`src/rtl/pdw_pkg.sv`:
```
package pdw_pkg;

   // Action applied to the step output register in one cycle
   typedef enum logic [1:0] {
      STEP_HOLD = 2'd0,
      STEP_SET  = 2'd1,
      STEP_DROP = 2'd2
   } step_act_e;

   function automatic int unsigned cnt_width(input int unsigned limit);
      return (limit < 2) ? 1 : $clog2(limit + 1);
   endfunction

endpackage

```
`src/rtl/pdw_edge_sync.sv`:
```
module pdw_edge_sync #(
   parameter int unsigned STAGES = 2
) (
   input  logic clk,
   input  logic rst_n,
   input  logic raw_in,
   output logic rise_o
);
   localparam int unsigned LAST = STAGES - 1;

   logic [STAGES-1:0] chain;
   logic              prev_q;

   generate
      if (STAGES < 2) begin : g_bad_stages
         $fatal(1, "pdw_edge_sync needs at least two stages");
      end
      for (genvar i = 0; i < STAGES; i++) begin : g_stage
         if (i == 0) begin : g_first
            always_ff @(posedge clk or negedge rst_n) begin
               if (!rst_n) chain[0] <= 1'b0;
               else        chain[0] <= raw_in;
            end
         end else begin : g_next
            always_ff @(posedge clk or negedge rst_n) begin
               if (!rst_n) chain[i] <= 1'b0;
               else        chain[i] <= chain[i-1];
            end
         end
      end
   endgenerate

   always_ff @(posedge clk or negedge rst_n) begin
      if (!rst_n) prev_q <= 1'b0;
      else        prev_q <= chain[LAST];
   end

   assign rise_o = chain[LAST] & ~prev_q;

endmodule

```
`src/rtl/pdw_ratio_counter.sv`:
```
module pdw_ratio_counter #(
   parameter int unsigned RATIO_W = 8
) (
   input  logic               clk,
   input  logic               rst_n,
   input  logic               tick,
   input  logic [RATIO_W-1:0] ratio,
   output logic               fire
);
   generate
      if (RATIO_W < 1) begin : g_bad_width
         $fatal(1, "pdw_ratio_counter needs RATIO_W >= 1");
      end else if (RATIO_W == 1) begin : g_unit
         // Both codes mean a ratio of one: every edge completes a count
         assign fire = tick;
      end else begin : g_count
         localparam int unsigned EXT_W = RATIO_W + 1;

         logic [RATIO_W-1:0] seen_q;
         logic [EXT_W-1:0]   target;
         logic [EXT_W-1:0]   next_seen;
         logic               wrap;

         assign target    = (ratio == '0) ? EXT_W'(1) : {1'b0, ratio};
         assign next_seen = {1'b0, seen_q} + EXT_W'(1);
         assign wrap      = (next_seen >= target);
         assign fire      = tick & wrap;

         always_ff @(posedge clk or negedge rst_n) begin
            if (!rst_n) begin
               seen_q <= '0;
            end else if (tick) begin
               if (wrap) seen_q <= '0;
               else      seen_q <= next_seen[RATIO_W-1:0];
            end
         end
      end
   endgenerate

endmodule

```
`src/rtl/pdw_stall_timer.sv`:
```
module pdw_stall_timer #(
   parameter int unsigned LIMIT = 1000
) (
   input  logic clk,
   input  logic rst_n,
   input  logic tick,
   output logic stall
);
   import pdw_pkg::*;

   localparam int unsigned CW = cnt_width(LIMIT);
   localparam logic [CW-1:0] LIM_V = CW'(LIMIT);

   logic [CW-1:0] idle_q;

   generate
      if (LIMIT < 1) begin : g_bad_limit
         $fatal(1, "pdw_stall_timer needs LIMIT >= 1");
      end
   endgenerate

   always_ff @(posedge clk or negedge rst_n) begin
      if (!rst_n) begin
         idle_q <= '0;
      end else if (tick) begin
         idle_q <= '0;
      end else if (idle_q != LIM_V) begin
         idle_q <= idle_q + CW'(1);
      end
   end

   assign stall = (idle_q == LIM_V);

endmodule

```
`src/rtl/pulse_rate_divider.sv`:
```
module pulse_rate_divider #(
   parameter int unsigned RATIO_W     = 8,
   parameter int unsigned SYNC_STAGES = 2,
   parameter int unsigned TIMEOUT_CYC = 1000
) (
   input  logic               clk,
   input  logic               rst_n,
   input  logic               pulse_in,
   input  logic [RATIO_W-1:0] ratio,
   output logic               step_out
);
   import pdw_pkg::*;

   logic      tick;
   logic      fire;
   logic      stall;
   step_act_e act;
   logic      step_q;

   pdw_edge_sync #(.STAGES(SYNC_STAGES)) u_sync (
      .clk    (clk),
      .rst_n  (rst_n),
      .raw_in (pulse_in),
      .rise_o (tick)
   );

   pdw_ratio_counter #(.RATIO_W(RATIO_W)) u_div (
      .clk   (clk),
      .rst_n (rst_n),
      .tick  (tick),
      .ratio (ratio),
      .fire  (fire)
   );

   pdw_stall_timer #(.LIMIT(TIMEOUT_CYC)) u_wd (
      .clk   (clk),
      .rst_n (rst_n),
      .tick  (tick),
      .stall (stall)
   );

   always_comb begin
      if (fire)               act = STEP_SET;
      else if (tick || stall) act = STEP_DROP;
      else                    act = STEP_HOLD;
   end

   always_ff @(posedge clk or negedge rst_n) begin
      if (!rst_n) begin
         step_q <= 1'b0;
      end else begin
         case (act)
            STEP_SET:  step_q <= 1'b1;
            STEP_DROP: step_q <= 1'b0;
            default:   step_q <= step_q;
         endcase
      end
   end

   assign step_out = step_q;

endmodule

```
`config.mk`:
```
export PLATFORM = sky130hd
export DESIGN_NAME = pulse_rate_divider
export DESIGN_NICKNAME = d
export VERILOG_FILES = /design/src/rtl/pdw_pkg.sv /design/src/rtl/pdw_edge_sync.sv /design/src/rtl/pdw_ratio_counter.sv /design/src/rtl/pdw_stall_timer.sv /design/src/rtl/pulse_rate_divider.sv
export SDC_FILE = /design/constraint.sdc
export NUM_CORES = 1
export LEC_CHECK = 0
export BUFFER_PORTS_ARGS = -buffer_cell sky130_fd_sc_hd__buf_4
export CORE_MARGIN = 2
export CORE_UTILIZATION = 30
export CTS_CLUSTER_SIZE = 8
export DETAILED_ROUTE_END_ITERATION = 16
export REMOVE_ABC_BUFFERS = 1
export SLEW_MARGIN = 30
export SYNTH_ARGS = -nofsm -noshare
export SYNTH_HDL_FRONTEND = slang
export SYNTH_SLANG_ARGS = --single-unit
```
`constraint.sdc`:
```
create_clock -name clk -period 5 [get_ports clk]
set_input_delay 1 -clock clk [delete_from_list [all_inputs] [get_ports clk]]
set_output_delay 1 -clock clk [all_outputs]
set_load 0.05 [all_outputs]
```
==> metrics <==
initial antenna violation count=0; setup repair bufs after CTS=0; total number of vias=just over 1000; total power=between 0.7 and 0.8 mW; critical path type=in2reg; WL/cell=11.1 µm; Worst Hold Class=reg2reg; Die W=71.6 µm; Post-Route WL=approximately 2.4 mm; Inst Count DP=around 210; R2R Path End=step_out$_DFFE_PN0P_; drt pass-1 iters=4; Peak VDD IR=approximately 0.18 mV; Worst-path clk slew=approximately 0.080 ns; HPWL after DPL=roughly 1.8 mm; fin area=between 0.0015 and 0.002 mm²; grt ovf=0; number of diodes=0; library cells used by synthesis=38; largest net degree at the start of global routing=23; setup violators final=0; # IOs=12; vias in the first global route=approximately 960; Final Max Tran Viols=0; post-cts sizing count=0; Die Height=71.6 µm; starting density of the core=a little under a third; Total GRT Usage=between 10% and 20%; clk_skew=0.00447 ns; clk buf depth=2; max_cap viols=0; hold-fix buffers at CTS=0; DIE AREA=0.00513 mm²; Crit path max-delay family=compound AO/OA/AOI/OAI gates; DR vias/cell=4.82; CP Cell Sequence=buf_4 -> nor4_1 -> a41o_1 -> ha_1 -> nor2b_1 -> o21ai_1 -> a31oi_4 -> o21ai_2 -> a22o_1; synthesized instance count=about 150; Final nets=about 180; layout cell share with drive strength beyond 1=around 15%; core area=~0.0044 mm²; hold_ws=0.359 ns; Critical Path AT=2.70 ns; Antenna Nets Post-Route=0; setup slack at placement=~2.2 ns; R2R cell count=10; placed inst area=0.00151 mm²; post-route setup slack=around 2.5 ns; WP buf/inv=1; CP startpoint kind=input port; P&R area growth vs syn=15.0%; setup TNS=0 ns; CTS root buffer=clkbuf_8; outcome=finished clean; RSZ-0062 raised after global routing=false; r2r startpoint=u_div.g_count.seen_q[0]$_DFFE_PN0P_; hold path cells=0; CP Max Fanout=7; Num CTS Buffers=3; Post-Syn Area=0.00137 mm²; hold path start=u_sync.chain[0]$_DFF_PN0_; slowest stage delay, CP=about 0.3 ns; WHS Endpoint=u_sync.chain[1]$_DFF_PN0_; synth warn=0; Tcrit/Tclk final=between 50 and 60%; synthesized area per cell=between 9 and 10 µm²; Fin. Hold Viols=0; CTS tree=done; final weighted congestion in routability-driven placement=between 0.7 and 0.8; WP data required=5.16 ns; synthesis-stage register bit count=22; worst slew pin tran=around 0.53 ns; DR iter-0 viols=18; PD cells=about 470 mW/mm²; Setup crit end kind=register; first-pass GRT wire length=between 4 and 5 mm; Tmin final=between 2 and 3 ns; Rel. slew slack=between 60% and 70%; number of port buffers=11; # clock sinks=22; detailed-route DRC error count=0; Clk Latency, worst-skew pair=approximately 0.26 ns; depth of the CTS H-tree=1; Finished Layout Cells=roughly 210; critical-path cell with the highest stage delay=a31oi_4; FMAX=394 MHz; Seq/Total Area, Yosys=between 40 and 50%; post-layout util=between 30% and 40%; r2r setup slk=between 2 and 2.5 ns; Static Leak=just over 0.7 nW; Row Count=24
-- cell usage in the layout, fill, tap and decap left out, types with 4 or more instances in the layout --
cell,instances
inv_1,9
xor2_1,4
nor2_1,10
dfrtp_1,22
nand3_1,7
nand2b_1,4
ha_1,11
nand2_1,18
buf_4,11
and3_1,6
o21ai_1,7
xnor2_1,8
-- metal layers --
metal / vias up / routed length (µm) / track usage (%)
met1: 470 / 1200 / 14.4
met2: 11 / 1080 / 16.2
li1: 537 / - / -
met5: - / 0 / 0
met3: 4 / 37 / 1.27
met4: 0 / 36 / 4.40
-- cell type report --
cell class	count	area [µm²]
Clock buffer	3	41.3
Clock inverter	1	30.0
Fill cell	449	2810
Inverter	9	33.8
Multi-Input combinational cell	114	776
Sequential cell	22	551
Tap cell	52	65.1
Timing Repair Buffer	11	82.6
-- cells in the mapped netlist, drive strengths merged --
master   number  area (µm²)
ha           11         138
mux2i         1        10.0
xor2          4        35.0
and4          1        11.3
xnor2         8        70.1
a22o          1        8.76
nor4          2        12.5
nand2b        4        25.0
and3          6        37.5
or3           3        18.8
nor3b         1        7.51
a41o          1        10.0
nand3         8        45.0
o22ai         3        18.8
inv           9        33.8
a22oi         1        7.51
a21oi         4        23.8
clkbuf        2        7.51
and2          2        12.5
a31oi         1        21.3
or2           1        6.26
nand2        19        78.8
nor2b         3        18.8
o2111ai       1        8.76
nor2         11        43.8
o211ai        3        27.5
nor3          3        15.0
o21a          1        7.51
dfrtp        22         551
buf           1        7.51
o21ai        10        53.8
-- state kept, by name, indices dropped and copies added, names as in the netlist --
signal,flops
u_wd.idle_q,10
u_div.g_count.seen_q,8
u_sync.chain,2
step_out,1
u_sync.prev_q,1
-- cells by family (layout without fill, tap and decap cells) --
| logic type | after synthesis | count (layout) | share of synthesized area [%] |
|---|---|---|---|
| compound gates | 26 | 26 | 13.7 |
| xor+xnor | 12 | 12 | 7.66 |
| buf+inv | 12 | 24 | 3.56 |
| simple gates | 64 | 64 | 24.2 |
| flops | 22 | 22 | 40.1 |
| mux | 1 | 1 | 0.729 |
| fa+ha+maj | 11 | 11 | 10.0 |
-- worst register-to-register path: stages, from the launching register on --
cell and delay [ns]:
dfrtp_1 0.45, ha_1 0.25, and3_1 0.23, nand3_1 0.14, xnor2_1 0.17, ha_1 0.31, a22oi_1 0.17, nand2_1 0.11
a31oi_4 0.26, o21ai_2 0.12, a22o_1 0.24
-- report_power, final --
group	leakage, nW	internal (mW)	total (mW)	switching (mW)
clock network	0.0357	0.107	0.166	0.0590
logic	0.410	0.131	0.284	0.154
registers	0.274	0.223	0.288	0.0653
total	0.720	0.460	0.738	0.278
-- worst max path at each step --
stage	start	endpoint	slack [ns]	cells after the start
3_5_place_dp	ratio[5]	step_out$_DFFE_PN0P_	2.15	9
2_1_floorplan	ratio[5]	step_out$_DFFE_PN0P_	2.44	8
5_1_grt	u_div.g_count.seen_q[0]$_DFFE_PN0P_	u_div.g_count.seen_q[2]$_DFFE_PN0P_	2.17	10
4_1_cts	ratio[5]	step_out$_DFFE_PN0P_	2.45	9
3_3_place_gp	ratio[5]	step_out$_DFFE_PN0P_	2.20	9
6_report	ratio[5]	step_out$_DFFE_PN0P_	2.46	9
Note: power is estimated with default switching activity, not from simulation.
